$ cat src/rtl/rtc_rate_pkg.sv
`timescale 1ns/1ps
package rtc_rate_pkg;

    localparam int RATE_W = 4;
    localparam logic [2:0] OSC_FIELD_RUN = 3'b010;

    typedef enum logic [1:0] {
        OSC_OFF,
        OSC_HOLD,
        OSC_RUN
    } osc_state_e;

    typedef enum logic {
        RD_IDLE,
        RD_HELD
    } rd_state_e;

    // divider stage driven by a nonzero rate code
    function automatic logic [3:0] tap_of(input logic [RATE_W-1:0] code);
        logic [3:0] idx;
        case (code)
            4'd1:    idx = 4'd6;
            4'd2:    idx = 4'd7;
            4'd3:    idx = 4'd1;
            default: idx = code - 4'd2;
        endcase
        return idx;
    endfunction

endpackage

$ cat src/rtl/rtc_rate_div.sv
`timescale 1ns/1ps
module rtc_rate_div
    import rtc_rate_pkg::*;
#(
    parameter int STAGES   = 15,
    parameter int UIP_LEAD = 8
) (
    input  logic              clk,
    input  logic              rst_n,
    input  logic              tick,
    input  logic [2:0]        osc_ctl,
    input  logic [RATE_W-1:0] rate_sel,
    input  logic              set_hold,
    input  logic              sqwe,
    output logic              sqw,
    output logic              per_ev,
    output logic              uip,
    output logic              upd_xfer
);

    localparam logic [STAGES-1:0] CNT_MAX   = '1;
    localparam logic [STAGES-1:0] PRESET    = {1'b1, {(STAGES-1){1'b0}}};
    localparam logic [STAGES-1:0] UIP_FLOOR = CNT_MAX - (STAGES)'(UIP_LEAD - 1);

    osc_state_e        st_q, st_d;
    logic [STAGES-1:0] cnt_q;
    logic [STAGES-1:0] rise;
    logic              field_run, field_hold, advancing, rate_on;
    logic [3:0]        tap_idx;

    assign field_run  = (osc_ctl == OSC_FIELD_RUN);
    assign field_hold = (osc_ctl[2:1] == 2'b11);

    // transitions: start/advance, park, stop
    always_comb begin
        st_d = st_q;
        unique case (st_q)
            OSC_OFF, OSC_HOLD, OSC_RUN: begin
                if (field_run)       st_d = OSC_RUN;
                else if (field_hold) st_d = OSC_HOLD;
                else                 st_d = OSC_OFF;
            end
            default: st_d = OSC_OFF;
        endcase
    end

    always_ff @(posedge clk) begin
        if (!rst_n) st_q <= OSC_OFF;
        else        st_q <= st_d;
    end

    always_ff @(posedge clk) begin
        if (!rst_n) begin
            cnt_q <= PRESET;
        end else begin
            unique case (st_d)
                OSC_HOLD: cnt_q <= PRESET;
                OSC_RUN: begin
                    if (st_q != OSC_RUN) cnt_q <= PRESET;
                    else if (tick)       cnt_q <= cnt_q + 1'b1;
                end
                default: cnt_q <= cnt_q;
            endcase
        end
    end

    // rising transition of each stage on the next advance
    for (genvar k = 0; k < STAGES; k++) begin : g_rise
        if (k == 0) begin : g_lsb
            assign rise[k] = ~cnt_q[0];
        end else begin : g_upper
            assign rise[k] = ~cnt_q[k] & (&cnt_q[k-1:0]);
        end
    end

    assign advancing = tick && (st_q == OSC_RUN) && field_run;
    assign rate_on   = (rate_sel != '0);
    assign tap_idx   = tap_of(rate_sel);

    assign per_ev   = advancing && rate_on && rise[tap_idx];
    assign sqw      = sqwe && rate_on && cnt_q[tap_idx];
    assign uip      = (st_q == OSC_RUN) && !set_hold && (cnt_q >= UIP_FLOOR);
    assign upd_xfer = advancing && (cnt_q == CNT_MAX) && !set_hold;


    xfer_in_uip_chk: assert property (@(posedge clk) disable iff (!rst_n)
        upd_xfer |-> uip);


    freeze_chk: assert property (@(posedge clk) disable iff (!rst_n)
        (st_d == OSC_OFF) |=> $stable(cnt_q));


    hold_quiet_chk: assert property (@(posedge clk) disable iff (!rst_n)
        (st_q == OSC_HOLD) |-> !sqw);

endmodule

$ cat src/rtl/rtc_irq_stat.sv
`timescale 1ns/1ps
module rtc_irq_stat
    import rtc_rate_pkg::*;
#(
    parameter int NSRC   = 3,
    parameter int STAT_W = 8
) (
    input  logic              clk,
    input  logic              rst_n,
    input  logic              set_hold,
    input  logic              en_wr,
    input  logic              en_pie,
    input  logic              en_aie,
    input  logic              en_uie,
    input  logic              en_sqwe,
    input  logic              per_ev,
    input  logic              alarm_ev,
    input  logic              upd_done,
    input  logic              stat_rd,
    output logic [STAT_W-1:0] stat_rdata,
    output logic              irq_n,
    output logic              sqwe
);

    localparam int PAD_W = STAT_W - NSRC - 1;

    rd_state_e       rd_q, rd_d;
    logic [NSRC-1:0] flag_q, pend_q, ena_q, ev;
    logic [NSRC:0]   snap_q;
    logic            sqwe_q, irqf;

    // bit order {periodic, alarm, update-ended}
    assign ev   = {per_ev, alarm_ev, upd_done};
    assign irqf = |(flag_q & ena_q);

    // transitions: capture, hold, release
    always_comb begin
        rd_d = rd_q;
        unique case (rd_q)
            RD_IDLE: rd_d = stat_rd ? RD_HELD : RD_IDLE;
            RD_HELD: rd_d = stat_rd ? RD_HELD : RD_IDLE;
            default: rd_d = RD_IDLE;
        endcase
    end

    always_ff @(posedge clk) begin
        if (!rst_n) rd_q <= RD_IDLE;
        else        rd_q <= rd_d;
    end

    always_ff @(posedge clk) begin
        if (!rst_n) begin
            flag_q <= '0;
            pend_q <= '0;
            snap_q <= '0;
        end else begin
            unique case (rd_q)
                RD_IDLE: begin
                    if (stat_rd) begin
                        snap_q <= {irqf, flag_q};
                        pend_q <= ev;
                    end else begin
                        flag_q <= flag_q | ev;
                    end
                end
                RD_HELD: begin
                    if (stat_rd) begin
                        pend_q <= pend_q | ev;
                    end else begin
                        flag_q <= pend_q | ev;
                        pend_q <= '0;
                    end
                end
                default: ;
            endcase
        end
    end

    always_ff @(posedge clk) begin
        if (!rst_n) begin
            ena_q  <= '0;
            sqwe_q <= 1'b0;
        end else begin
            if (en_wr) begin
                ena_q  <= {en_pie, en_aie, en_uie};
                sqwe_q <= en_sqwe;
            end
            if (set_hold) ena_q[0] <= 1'b0;
        end
    end

    assign stat_rdata = (rd_q == RD_HELD) ? {snap_q, {PAD_W{1'b0}}} : '0;
    assign irq_n      = ~irqf;
    assign sqwe       = sqwe_q;


    snap_steady_chk: assert property (@(posedge clk) disable iff (!rst_n)
        (rd_q == RD_HELD && stat_rd) |=> $stable(stat_rdata));


    read_clears_chk: assert property (@(posedge clk) disable iff (!rst_n)
        (rd_q == RD_HELD && !stat_rd && ev == '0 && pend_q == '0) |=> irq_n);


    uie_off_chk: assert property (@(posedge clk) disable iff (!rst_n)
        set_hold |=> !ena_q[0]);


    pf_set_chk: assert property (@(posedge clk) disable iff (!rst_n)
        (per_ev && rd_q == RD_IDLE && !stat_rd) |=> flag_q[NSRC-1]);

endmodule

$ cat src/rtl/rtc_rate_irq.sv
`timescale 1ns/1ps
module rtc_rate_irq
    import rtc_rate_pkg::*;
#(
    parameter int STAGES   = 15,
    parameter int UIP_LEAD = 8
) (
    input  logic              clk,
    input  logic              rst_n,
    input  logic              tick_32k,
    input  logic [2:0]        osc_ctl,
    input  logic [RATE_W-1:0] rate_sel,
    input  logic              set_hold,
    input  logic              en_wr,
    input  logic              en_pie,
    input  logic              en_aie,
    input  logic              en_uie,
    input  logic              en_sqwe,
    input  logic              alarm_ev,
    input  logic              upd_done,
    input  logic              stat_rd,
    output logic [7:0]        stat_rdata,
    output logic              sqw,
    output logic              uip,
    output logic              upd_xfer,
    output logic              irq_n
);

    logic per_ev;
    logic sqwe;

    rtc_rate_div #(
        .STAGES   (STAGES),
        .UIP_LEAD (UIP_LEAD)
    ) u_div (
        .clk      (clk),
        .rst_n    (rst_n),
        .tick     (tick_32k),
        .osc_ctl  (osc_ctl),
        .rate_sel (rate_sel),
        .set_hold (set_hold),
        .sqwe     (sqwe),
        .sqw      (sqw),
        .per_ev   (per_ev),
        .uip      (uip),
        .upd_xfer (upd_xfer)
    );

    rtc_irq_stat #(
        .NSRC   (3),
        .STAT_W (8)
    ) u_irq (
        .clk        (clk),
        .rst_n      (rst_n),
        .set_hold   (set_hold),
        .en_wr      (en_wr),
        .en_pie     (en_pie),
        .en_aie     (en_aie),
        .en_uie     (en_uie),
        .en_sqwe    (en_sqwe),
        .per_ev     (per_ev),
        .alarm_ev   (alarm_ev),
        .upd_done   (upd_done),
        .stat_rd    (stat_rd),
        .stat_rdata (stat_rdata),
        .irq_n      (irq_n),
        .sqwe       (sqwe)
    );

endmodule

$ cat config.mk
export PLATFORM = sky130hd
export DESIGN_NAME = rtc_rate_irq
export DESIGN_NICKNAME = d
export VERILOG_FILES = /design/src/rtl/rtc_rate_pkg.sv /design/src/rtl/rtc_rate_div.sv /design/src/rtl/rtc_irq_stat.sv /design/src/rtl/rtc_rate_irq.sv
export SDC_FILE = /design/constraint.sdc
export NUM_CORES = 1
export LEC_CHECK = 0
export BUFFER_PORTS_ARGS = -buffer_cell sky130_fd_sc_hd__buf_2
export CORE_MARGIN = 2
export CORE_UTILIZATION = 52
export DETAILED_ROUTE_END_ITERATION = 16
export GPL_ROUTABILITY_DRIVEN = 0
export GPL_TIMING_DRIVEN = 0
export HOLD_SLACK_MARGIN = 0.03
export PLACE_DENSITY = 0.74
export SETUP_SLACK_MARGIN = 0.1
export SKIP_CTS_REPAIR_TIMING = 1
export SLEW_MARGIN = 20
export SYNTH_ARGS = -nofsm -noshare
export SYNTH_HDL_FRONTEND = slang
export SYNTH_SLANG_ARGS = --single-unit
$ cat constraint.sdc
create_clock -name clk -period 3.9 [get_ports clk]
set_input_delay 0.195 -clock clk [delete_from_list [all_inputs] [get_ports clk]]
set_output_delay 0.195 -clock clk [all_outputs]
set_load 0.01 [all_outputs]
==> results.md <==
* Clock power frac at 0.411
* Place WS at 1.367 ns
* Internal at 0.5727 mW
* Routed Antenna Nets at 0
* Row count at 23
* Yosys top cell by area: dfxtp_1
* Sw Ratio at 0.2493
* Vias in the first global route at 1,673
* First-pass GRT wire length at 7769 um
* Uppermost layer routed: met4
* Layout Skew at 0.004762 ns
* Max cap viols at 0
* Die ar. at 0.004628 mm2
* Synth area leaders: dfxtp_1 30%, ha_1 5.9%, mux2i_1 5.6%, nor2b_1 4.7%, nand2_1 3.2%
* Leak pwr at 1.004 nW
* Period minus WS final at 2.573 ns
* Maximum vdd drop at 0.2179 mV
* Post-route DRC at 0
* Final Hold Fails at 0
* Synth Cell Area at 0.002132 mm2
* Grt ovf at 0
* Post-synth EDFFs at 0
* Seq/Total Area, Yosys at 0.3005
* Critical path class: reg2reg
* # nets final at 310
* CTS tree: built
* Synthesis Warnings at 0
* CTS root buf: clkbuf_8
* Clk_lat worst skew at 0.28 ns
* Core ar. at 0.003971 mm2
* P&R area growth vs syn at 13.91%
* Avg Inst Size Synth at 8.597 um2
* Worst Path Required at 4.07 ns
* Metal3 WL at 241 um
* GRT Total Usage at 0.2210
* Share of layout cells above drive strength 1 at 0.1809
* Cells after DPL at 324
* Status: finished, final reports clean
* Hpwl dp at 3499 um
* Startpoint Class: flop
* Hold Crit Class: in2reg
* RR Startpoint: u_div.st_q[1]
* CP max FO at 8
* RR Endpoint: u_div.cnt_q[14]
* Num CTS Buffers at 5
* Crit-path cells: a21boi_0 > nor3b_1 > ha_1 > and3b_1 > clkbuf_1 > o21ai_1 > or3_1
* Routed len/inst at 13.91 um
* Hold WS at 0.08396 ns
* Largest net degree at the start of global routing at 11
* Setup crit end: u_div.cnt_q[14]
* Drt first pass iters at 4
* Critical path origin: u_div.st_q[1]
* P_sw at 0.1901 mW
* Total number of vias at 1,886
* Final Max Slew Viols at 0
* Met1 Routed Length at 2241 um
* Worst path max stage delay at 0.45 ns
* Setup violators final at 0
* Final setup TNS at 0 ns
* Post-synthesis async set-or-reset flop share at 0
* Flops & latches, synth at 32
* Clock buffer depth at 2
* Multi-input logic area at 0.001395 mm2
* Logic pwr share at 0.142
* RSZ-0062 raised after global routing: false
* CTS H-tree depth at 2
* Relative slew slack at 0.4676
* Worst Setup End Kind: flop
* IO Count at 31
* Critical path arrival at 2.74 ns
* Final worst slack at 1.327 ns
* R2R cell count at 7
* Clock Pin Slew Worst Setup and Hold Paths at 0.06 ns
* Most frequent cells in the layout: 32 x dfxtp_1, 25 x buf_2, 18 x nand2_1, 18 x nor2_1, 16 x nor2b_1
* Die Ht at 68.03 um
* Worst Tran Pin Value at 0.7932 ns
* Vias per cell at 5.681
* CP max stage cell: or3_1
* R2R setup slack at 1.33 ns
* Routed wl met2 at 2064 um
* Starting DRT DRC Count at 89
* Part of the power in registers at 0.447
* Fmax at 0.3887 GHz
* Power per cell area at 314.1 mW/mm2
* Fillers at 355
* Die width at 68.03 um
* Routed WL at 4618 um
* PortBufs at 23
* Fin crit share at 0.6596
* Mapped Cells at 248
* Top-area cell type share of the netlist area at 0.3005
* Synth cell types at 56
* Final instance count without filler cells at 332
* Commonest non-fill, non-tap cell in the layout: dfxtp_1
* Synth Flop Type: dfxtp_1
* FF/Latch Area at 640.6 um2
* CTS Sinks at 32
* Starting Density at 0.5369
* Antenna diodes at 0
* Antenna violations before repair at 0
## cells by family (layout without fill, tap and decap cells)
logic type	Yosys count	count (layout)	synth area share
and+or+nand+nor	106	106	0.2711
AOI/OAI and AO/OA	55	55	0.1972
DFF	32	32	0.3005
buffers and inverters	22	53	0.05047
muxes	18	18	0.1039
adders and majority gates	10	10	0.05869
xor gates and xnor gates	4	4	0.01643
other	1	4	0.001759
## cell usage after synthesis, types with 2 or more instances
| library cell | number |
|---|---|
| mux2i_1 | 12 |
| nor3_1 | 9 |
| o21bai_1 | 3 |
| o21ai_2 | 2 |
| nor2b_1 | 16 |
| nor3b_1 | 3 |
| o31ai_1 | 2 |
| clkbuf_1 | 5 |
| nor4_1 | 2 |
| and3_1 | 3 |
| and2_1 | 9 |
| or3_1 | 5 |
| ha_1 | 10 |
| a21boi_0 | 3 |
| inv_1 | 10 |
| nand4_1 | 4 |
| nor2_1 | 18 |
| mux4_2 | 3 |
| o311a_1 | 2 |
| mux2_2 | 2 |
| nand2b_1 | 3 |
| a21o_1 | 4 |
| a21oi_1 | 8 |
| o21ai_1 | 2 |
| and3b_1 | 2 |
| o21a_1 | 6 |
| buf_2 | 2 |
| nand3_1 | 9 |
| a22oi_1 | 3 |
| buf_4 | 4 |
| o21ai_0 | 6 |
| nand2_1 | 18 |
| dfxtp_1 | 32 |
| xor2_1 | 4 |
## registers in the layout, summed over array words and instances, names as in the netlist
register and cells:
u_div.st_q 2, u_irq.pend_q 3, u_irq.sqwe 1, u_div.cnt_q 15, u_irq.snap_q 4, u_irq.rd_q 1, u_irq.flag_q 3, u_irq.ena_q 3
## through the flow
| step | instance area (um2) | util | total power [mW] |
|---|---|---|---|
| final | 2429 | 0.6115 | 0.7628 |
| after detailed placement | 2321 | 0.5844 | 0.4564 |
| after CTS | 2429 | 0.6115 | 0.7663 |
| after floorplan | 2143 | - | 0.4260 |
| after global placement | 2321 | 0.5844 | 0.4552 |
| after global routing | 2429 | 0.6115 | 0.7948 |
## area by class of cell
type,count,area share
plain buffers,12,0.02885
clock buffers,6,0.02988
clock inverters,2,0.01443
inverters,10,0.01546
multi-input cells,197,0.5744
flip-flops and latches,32,0.2638
well taps,50,0.02576
repair buffers,23,0.04740
## power by group through the flow
stage | Sequential [mW] | Combinational [mW] | Clock (mW)
finish | 0.341 | 0.108 | 0.313
floorplan | 0.346 | 0.0797 | 0
CTS | 0.341 | 0.109 | 0.317
global route | 0.342 | 0.120 | 0.333
detailed placement | 0.348 | 0.108 | 0
global placement | 0.348 | 0.107 | 0
## layer usage
metal | vias to the layer above | GRT usage
met5 | - | 0
met1 | 877 | 0.3033
met3 | 7 | 0.05099
li1 | 957 | -
met2 | 45 | 0.3374
met4 | 0 | 0.08000
## how the worst min path moves through the flow
stage | from | to | slack [ns] | depth (start not counted)
3_3_place_gp | set_hold | u_irq.ena_q[0] | 0.38 | 2
5_1_grt | set_hold | u_irq.ena_q[0] | 0.08 | 2
6_report | set_hold | u_irq.ena_q[0] | 0.08 | 2
2_1_floorplan | set_hold | u_irq.ena_q[0] | 0.27 | 1
3_5_place_dp | set_hold | u_irq.ena_q[0] | 0.39 | 2
4_1_cts | set_hold | u_irq.ena_q[0] | 0.08 | 2
## critical path, delay by kind of cell (launching register included)
family | cells | cell delay, ns
simple gates | 3 | 0.96
fa+ha+maj | 1 | 0.23
compound gates | 2 | 0.60
buf+inv | 1 | 0.34
flops | 1 | 0.33
Note: power is estimated with default switching activity, not from simulation.
